File: src/rtl/coherent_phase_gen.sv
module coherent_phase_gen #(
  parameter int W = 12,
  parameter int K = 8
) (
  input  logic         clk,
  input  logic         rst,
  input  logic         load,
  input  logic [W-1:0] m_in,
  input  logic [W-1:0] n_in,
  input  logic         strobe,
  output logic [W-1:0] phase,
  output logic [K-1:0] addr,
  output logic         valid,
  output logic         utp_start,
  output logic         utp_end,
  output logic         busy,
  output logic         done,
  output logic         not_coprime,
  output logic         cfg_err
);
  localparam int PW = W + K;

  logic [W-1:0] m_q, n_q, num_q, cnt_q, ga, gb;
  logic         cfg_ok;

  logic take, load_ok, bad_cfg, last, gcd_fin;
  logic [W:0]    sum, wrap;
  logic [W-1:0]  num_nx;
  logic [PW-1:0] prod, divisor, quot;

  assign take    = strobe && cfg_ok && !busy;
  assign load_ok = load && !busy;
  assign bad_cfg = (n_in == '0) || (m_in >= n_in);
  assign last    = (cnt_q == n_q - 1'b1);
  assign gcd_fin = (ga == '0) || (ga == gb);

  assign sum    = {1'b0, num_q} + {1'b0, m_q};
  assign wrap   = sum - {1'b0, n_q};
  assign num_nx = (sum >= {1'b0, n_q}) ? wrap[W-1:0] : sum[W-1:0];

  assign prod    = {num_q, {K{1'b0}}};
  assign divisor = (n_q == '0) ? PW'(1) : {{K{1'b0}}, n_q};
  assign quot    = prod / divisor;

  always_ff @(posedge clk) begin
    if (rst) begin
      m_q <= '0; n_q <= '0; num_q <= '0; cnt_q <= '0;
      ga <= '0; gb <= '0; cfg_ok <= 1'b0;
      phase <= '0; addr <= '0; valid <= 1'b0;
      utp_start <= 1'b0; utp_end <= 1'b0;
      busy <= 1'b0; done <= 1'b0; not_coprime <= 1'b0; cfg_err <= 1'b0;
    end else begin
      valid     <= take;
      utp_start <= take && (cnt_q == '0);
      utp_end   <= take && last;
      if (take) begin
        phase <= num_q;
        addr  <= quot[K-1:0];
        num_q <= num_nx;
        cnt_q <= last ? '0 : cnt_q + 1'b1;
      end
      if (load_ok) begin
        if (bad_cfg) begin
          cfg_err <= 1'b1;
        end else begin
          cfg_err     <= 1'b0;
          m_q         <= m_in;
          n_q         <= n_in;
          num_q       <= '0;
          cnt_q       <= '0;
          ga          <= m_in;
          gb          <= n_in;
          cfg_ok      <= 1'b1;
          busy        <= 1'b1;
          done        <= 1'b0;
          not_coprime <= 1'b0;
        end
      end else if (busy) begin
        if (gcd_fin) begin
          busy        <= 1'b0;
          done        <= 1'b1;
          not_coprime <= (gb != W'(1));
        end else if (ga > gb) begin
          ga <= ga - gb;
        end else begin
          gb <= gb - ga;
        end
      end
    end
  end
endmodule

File: config.mk
export PLATFORM = sky130hd
export DESIGN_NAME = coherent_phase_gen
export DESIGN_NICKNAME = d
export VERILOG_FILES = /design/src/rtl/coherent_phase_gen.sv
export SDC_FILE = /design/constraint.sdc
export NUM_CORES = 1
export LEC_CHECK = 0
export BUFFER_PORTS_ARGS = -buffer_cell sky130_fd_sc_hd__clkbuf_2
export CAP_MARGIN = 40
export CORE_ASPECT_RATIO = 0.5
export CORE_MARGIN = 3
export CORE_UTILIZATION = 55
export DETAILED_ROUTE_END_ITERATION = 8
export MAX_ROUTING_LAYER = met4
export PLACE_DENSITY = 0.72
export SKIP_LAST_GASP = 1
export SYNTH_ARGS = -nofsm -noshare
export SYNTH_HDL_FRONTEND = slang
export SYNTH_SLANG_ARGS = --single-unit
File: constraint.sdc
create_clock -name clk -period 54.9 [get_ports clk]
set_clock_uncertainty 0.2 [all_clocks]
set_input_delay 10.98 -clock clk [delete_from_list [all_inputs] [get_ports clk]]
set_output_delay 10.98 -clock clk [all_outputs]
set_load 0.05 [all_outputs]
==> metrics.md, run 1 <==
| Metric | Value |
|---|---|
| Flops & latches, synth | 100 |
| Leading area contributor after synthesis | ha_1 |
| Sequential fraction of the synthesis area | 12.2% |
| Final WL | 48.3 mm |
| Vias in the first global route | 15292 |
| WP depth | 194 |
| DR vias/cell | 6.22 |
| Ant. Diodes | 0 |
| CP arrival | 44.11 ns |
| Share of layout cells above drive strength 1 | 8.94% |
| Die ar. | 0.0321 mm2 |
| Post-Route Utilization | 59.5% |
| Skew-Pair Late Insertion Delay | 0.37 ns |
| Root buffer cell | clkbuf_16 |
| Tot GR Track Use | 30.5% |
| Slew Viols, Final | 0 |
| Rows | 44 |
| Most frequent cells in the layout | nor2_1, ha_1, a21oi_1 |
| Worst r2r path cells | 194 |
| Synth top area cells | ha_1, dfxtp_1, nor2_1 |
| Setup tns final | 0 ns |
| Final setup vio count | 0 |
| Initial antenna violation count | 0 |
| H-tree Lvls | 3 |
| Worst hold path cell count | 2 |
| Post-Syn Nets | 2508 |
| DRT iter0 DRCs | 1362 |
| CP delay by family, top | compound AO/OA/AOI/OAI gates |
| Synth unique cells | 98 |
| Die Wd | 250 um |
| Layout area overhead | 5.73% |
| CTS tree | done |
| RSZ-0062 raised after global routing | no |
| Max stage delay on crit path | 0.64 ns |
| Drt pass-1 iters | 7 |
| Hold Vio Cnt, Final | 0 |
| Setup bufs post-CTS | 0 |
| Via count | 16494 |
| GR Overflow Total | 0 |
| Die height | 128 um |
| Yosys warns | 0 |
| Crit-path most repeated cell | o21ai_0 |
| Setup CP Type | register to register |
| Bufs on Longest Clock Path | 2 |
| Crit-path max FO | 32 |
| Post-CTS Hold Fix Bufs | 0 |
| IO Port Bufs | 54 |
| Worst-path clk slew | 0.08 ns |
| Synth Instances | 2246 |
| CTS sink count | 100 |
| Max Clock Freq | 22.7 MHz |
| Slew @ Worst Pin | 0.964 ns |
| Tcrit/Tclk final | 80.3% |
| Register area | 0.00200 mm2 |
| Critical Path End Type | register |
| Max_cap viols | 0 |
| Placer congestion estimate | 0.956 |
| Buf+Inv Stages, Crit Path | 13 |
| Synth Flop Type | dfxtp_1 |
| Syn Std Cell Area | 0.0164 mm2 |
| CTS buffer count | 9 |
| Fill count | 2823 |
| Post-route ant nets | 0 |
| DRC viols | 0 |
| Avg WL per Cell | 18.2 um |
| Crit-path slowest cell | a311oi_1 |
| Status | complete, no violations |
| Commonest non-fill, non-tap cell in the layout | nor2_1 |
| Min Tclk post-route | 44.07 ns |
| CP Launch Type | register |
| Num ports | 55 |
| Largest net degree at the start of global routing | 76 |
| CTS resizes | 0 |
| Worst Path Required | 54.95 ns |
| Multi-input gate area | 0.0136 mm2 |
| Syn_area_per_cell | 7.30 um2 |
| Post-DP HPWL | 37.3 mm |
| Nets | 2516 |
| Total core area | 0.0292 mm2 |
| EDFF count, synth | 0 |
| First-pass GRT wire length | 78.6 mm |
| Initial Utilization | 56.2% |
| Ys async rst share | 0% |
| Type of the most critical hold path | register to register |
| Worst relative slew slack | 35.8% |
| Share of the synthesized area in the top cell type | 17.5% |
==> layout make-up <==
| class | count | share of cell area (%) |
|---|---|---|
| clock buffers | 9 | 1.30 |
| clock inverters | 7 | 0.534 |
| inverters | 115 | 2.49 |
| multi-input cells | 1946 | 78.4 |
| flip-flops and latches | 100 | 11.5 |
| well taps | 391 | 2.82 |
| repair buffers | 82 | 2.91 |
==> worst reg2reg max path: cells and delay by family, from the launching register on <==
kind / cells / cell delay [ns]
buffers and inverters: 13 / 2.79
AND/OR/NAND/NOR: 56 / 11.07
flip-flops: 1 / 0.39
AO/OA/AOI/OAI: 97 / 20.81
adder cells (fa/ha/maj): 21 / 6.80
multiplexers: 7 / 1.91
==> through the flow <==
| stage | std cells | hold WS, ns | area (um2) | setup slack, ns |
|---|---|---|---|---|
| detailed placement | 2634 | 0.246 | 17000 | 11.63 |
| finish | 2650 | 0.256 | 17300 | 10.83 |
| global placement | 2632 | 0.242 | 17000 | 12.71 |
| global route | 2650 | 0.270 | 17300 | 7.02 |
| CTS | 2650 | 0.256 | 17300 | 11.48 |
| floorplan | 2246 | 0.234 | 16400 | 13.79 |
==> sequential cells by signal, summed over array words and instances, names as in the netlist <==
register / flops
done: 1
cfg_err: 1
num_q: 12
ga: 12
valid: 1
utp_end: 1
cfg_ok: 1
phase: 12
utp_start: 1
addr: 8
busy: 1
cnt_q: 12
n_q: 12
gb: 12
m_q: 12
not_coprime: 1
==> cell families after synthesis <==
logic type	synth area share, %
DFF	12.2
xor gates and xnor gates	7.95
AOI/OAI and AO/OA	27.8
and+or+nand+nor	23.8
buffers and inverters	4.95
adders and majority gates	18.1
muxes	5.16
==> synth_stat cells (16+ instances only) <==
cell / number
or2_2: 19
a21oi_1: 184
and3_1: 16
or3_1: 28
and2_1: 25
mux2i_1: 34
o21bai_1: 19
nand3_1: 58
nand2b_1: 46
nand2_1: 175
a211oi_1: 50
xnor2_1: 81
nor2b_1: 32
nor4_1: 20
dfxtp_1: 100
a31oi_1: 20
clkbuf_1: 63
inv_1: 113
mux2_2: 40
xor2_1: 68
nor3_1: 44
nand4_1: 33
nor2_1: 246
ha_1: 229
o21a_1: 38
o21ai_0: 142
a21o_1: 90
==> final timing paths <==
| kind | start | to | slack (ns) |
|---|---|---|---|
| setup / recovery | n_q[1]$_SDFFE_PP0P_ | addr[0]$_SDFFE_PP0P_ | 10.83 |
| hold / removal | phase[0]$_SDFFE_PP0P_ | phase[0]$_SDFFE_PP0P_ | 0.26 |
| setup reg to reg | n_q[1]$_SDFFE_PP0P_ | addr[0]$_SDFFE_PP0P_ | 10.83 |
| hold reg to reg | phase[0]$_SDFFE_PP0P_ | phase[0]$_SDFFE_PP0P_ | 0.26 |
==> per-layer routing <==
metal / vias to the layer above / track usage, % / part of all wire [%]
met3: 77 / 2.98 / 6.3
met4: 0 / 7.96 / 2.4
met5: - / - / 0
li1: 8237 / - / -
met2: 539 / 50.8 / 46
met1: 7641 / 40.0 / 46
Power of run 1 is left out: the tool's default activity adds up to more than one toggle a clock period on the data nets, which glitch-free logic cannot reach.
==> inputs of run 2 (changes only) <==
--- a/config.mk
+++ b/config.mk
@@ -5,6 +5,7 @@
 export SDC_FILE = /design/constraint.sdc
 export NUM_CORES = 1
 export LEC_CHECK = 0
+export ABC_AREA = 1
 export BUFFER_PORTS_ARGS = -buffer_cell sky130_fd_sc_hd__clkbuf_2
 export CAP_MARGIN = 40
 export CORE_ASPECT_RATIO = 0.5
@@ -12,7 +13,7 @@
 export CORE_UTILIZATION = 55
 export DETAILED_ROUTE_END_ITERATION = 8
 export MAX_ROUTING_LAYER = met4
-export PLACE_DENSITY = 0.72
+export PLACE_DENSITY = 0.75
 export SKIP_LAST_GASP = 1
 export SYNTH_ARGS = -nofsm -noshare
 export SYNTH_HDL_FRONTEND = slang
==> constraint.sdc (replaced) <==
create_clock -name clk -period 35.8 [get_ports clk]
set_clock_uncertainty 0.2 [all_clocks]
set_input_delay 7.16 -clock clk [delete_from_list [all_inputs] [get_ports clk]]
set_output_delay 7.16 -clock clk [all_outputs]
set_load 0.05 [all_outputs]
==> metrics.md, run 2 <==
| Metric | Value |
|---|---|
| Status | complete, no violations |
| Crit-path most repeated cell | nand2_1 |
| Rows | 43 (-2.3%) |
| Slew @ Worst Pin | 0.859 ns (-0.104 ns) |
| Final worst setup slack | 2.31 ns (-8.53 ns) |
| Vias in the first global route | 14958 (-2.2%) |
| Crit-path slowest cell | dfxtp_1 |
| IO Port Bufs | 54 (unchanged) |
| Synth Flop Type | dfxtp_1 |
| CP Launch Type | register |
| Total core area | 0.0282 mm2 (-3.4%) |
| Num ports | 55 (unchanged) |
| Min Tclk post-route | 33.49 ns (-10.57 ns) |
| Sequential fraction of the synthesis area | 12.5% (+0.26 points) |
| Register area | 0.00200 mm2 (about the same) |
| Share of the synthesized area in the top cell type | 17.8% (+0.37 points) |
| EDFF count, synth | 0 (unchanged) |
| Yosys warns | 0 (unchanged) |
| Flops & latches, synth | 100 (unchanged) |
| CTS buffer count | 9 (unchanged) |
| Post-route ant nets | 0 (unchanged) |
| Placement Cell Area | 0.0167 mm2 (-1.7%) |
| Worst r2r path cells | 251 (+29%) |
| Drt pass-1 iters | 5 (-2) |
| Hold Vio Cnt, Final | 0 (unchanged) |
| DRC viols | 0 (unchanged) |
| Min Hold Slack | 0.284 ns (+0.0282 ns) |
| Root buffer cell | clkbuf_16 |
| Syn Std Cell Area | 0.0161 mm2 (-2.1%) |
| Worst hold path cell count | 2 (unchanged) |
| CTS sink count | 100 (unchanged) |
| Commonest non-fill, non-tap cell in the layout | nand2_1 |
| Setup CP Type | register to register |
| Synth top area cells | ha_1, dfxtp_1, nand2_1 |
| Bufs on Longest Clock Path | 2 (unchanged) |
| Tot GR Track Use | 29.2% (-1.3 points) |
| Largest net degree at the start of global routing | 61 (-20%) |
| Post-Route Utilization | 63.7% (+4.2 points) |
| CTS tree | done |
| Slew Viols, Final | 0 (unchanged) |
| Ant. Diodes | 0 (unchanged) |
| DR vias/cell | 5.61 (-9.9%) |
| Most frequent cell after synthesis | nand2_1 |
| Design area | 0.0180 mm2 (+3.5%) |
| Worst relative slew slack | 42.7% (+6.9 points) |
| Initial antenna violation count | 0 (unchanged) |
| Skew-Pair Late Insertion Delay | 0.37 ns (about the same) |
| Final setup vio count | 0 (unchanged) |
| Setup WS pre-CTS | -0.862 ns (-12.49 ns) |
| Via count | 16660 (+1.0%) |
| Critical Path End Type | register |
| CP arrival | 33.55 ns (-10.56 ns) |
| Layout area overhead | 11.8% |
| Max_cap viols | 0 (unchanged) |
| Type of the most critical hold path | register to register |
| Worst Path Required | 35.86 ns (-19.09 ns) |
| Post-Syn Nets | 2757 (+9.9%) |
| Placer congestion estimate | 0.975 (+2.0%) |
| Ys async rst share | 0% (unchanged) |
| Commonest cells in the netlist | nand2_1, inv_1, ha_1 |
| Share of layout cells above drive strength 1 | 14.9% (+5.9 points) |
| Initial Utilization | 57.0% (+0.75 points) |
| GR Overflow Total | 0 (unchanged) |
| Max Clock Freq | 29.9 MHz (+32%) |
| Avg WL per Cell | 15.8 um (-13%) |
| Most frequent cells in the layout | nand2_1, inv_1, ha_1 |
| Syn_area_per_cell | 6.44 um2 (-12%) |
| Post-DP HPWL | 35.2 mm (-5.6%) |
| Synth Instances | 2495 (+11%) |
| Max stage delay on crit path | 0.41 ns (-0.23 ns) |
| Nets | 2847 (+13%) |
| Die Wd | 248 um (-1.0%) |
| Die ar. | 0.0314 mm2 (-2.0%) |
| Fill count | 2622 (-7.1%) |
| Multi-input gate area | 0.0129 mm2 (-5.3%) |
| H-tree Lvls | 3 (unchanged) |
| Worst-path clk slew | 0.08 ns (about the same) |
| Die height | 127 um (-1.0%) |
| Final WL | 47.0 mm (-2.6%) |
| Leading area contributor after synthesis | ha_1 |
| Crit-path max FO | 17 (-47%) |
| First-pass GRT wire length | 73.5 mm (-6.5%) |
| DRT iter0 DRCs | 1158 (-15%) |
| Tcrit/Tclk final | 93.6% (+13 points) |
| Synth unique cells | 66 (-33%) |
run 2: cell count changes after synthesis, sizes merged, moves of 46 or more:
cell,delta
a21o,-77
inv,+225
nand2,+367
nand2b,-46
nand3,+109
nor2,-54
o21ai,+76
run 2: cells by family after synthesis:
group                    share of synthesized area [%]
XOR/XNOR                                          9.64
flip-flops                                        12.5
adder cells (fa/ha/maj)                           18.5
buffers and inverters                             9.92
AND/OR/NAND/NOR                                   30.4
AO/OA/AOI/OAI                                     19.1
run 2: per-stage QoR:
step	TNS, ns	cells
2_1_floorplan	0	2495
3_3_place_gp	-0.0161	2892
3_5_place_dp	-0.862	2893
4_1_cts	0	2915
5_1_grt	-0.484	2972
6_report	0	2972
run 2: metal layers:
metal | wire length, um | track usage [%] | vias to the layer above
met5 | 0 | - | -
met4 | 1160 | 7.98 | 0
met3 | 2680 | 2.87 | 93
met2 | 21300 | 47.1 | 469
met1 | 21900 | 39.1 | 7610
li1 | - | - | 8488
run 2: layout make-up:
type                    instances  share of cell area, %
flip-flops and latches        100                   11.2
inverters                     344                   7.31
well taps                     382                   2.66
clock buffers                   9                   1.25
repair inverters                2                 0.0697
multi-input cells            1986                   71.7
clock inverters                 7                  0.572
repair buffers                142                   5.24
run 2: final timing paths:
check / start / to / slack (ns)
worst max-delay path: n_q[11]$_SDFFE_PP0P_ / addr[0]$_SDFFE_PP0P_ / 2.31
worst max register to register: n_q[11]$_SDFFE_PP0P_ / addr[0]$_SDFFE_PP0P_ / 2.31
worst min-delay path: done$_SDFFE_PP0P_ / done$_SDFFE_PP0P_ / 0.28
worst min register to register: done$_SDFFE_PP0P_ / done$_SDFFE_PP0P_ / 0.28
run 2: critical path: cells and delay by family (launching register included):
kind,cells,cell delay (ns)
DFF,1,0.41
buffers and inverters,31,3.08
adders and majority gates,21,6.03
AOI/OAI and AO/OA,71,10.57
and+or+nand+nor,128,12.96
run 2: repair_timing:
action                                  in CTS  in global routing
pin swaps                                    2                 46
resized for setup                           11                124
cloned                                       0                  7
buffers inserted                             6                 50
hold buffers                                 0                  0
endpoints found under the setup margin       1                  3
Power of run 2 is left out for the same reason.
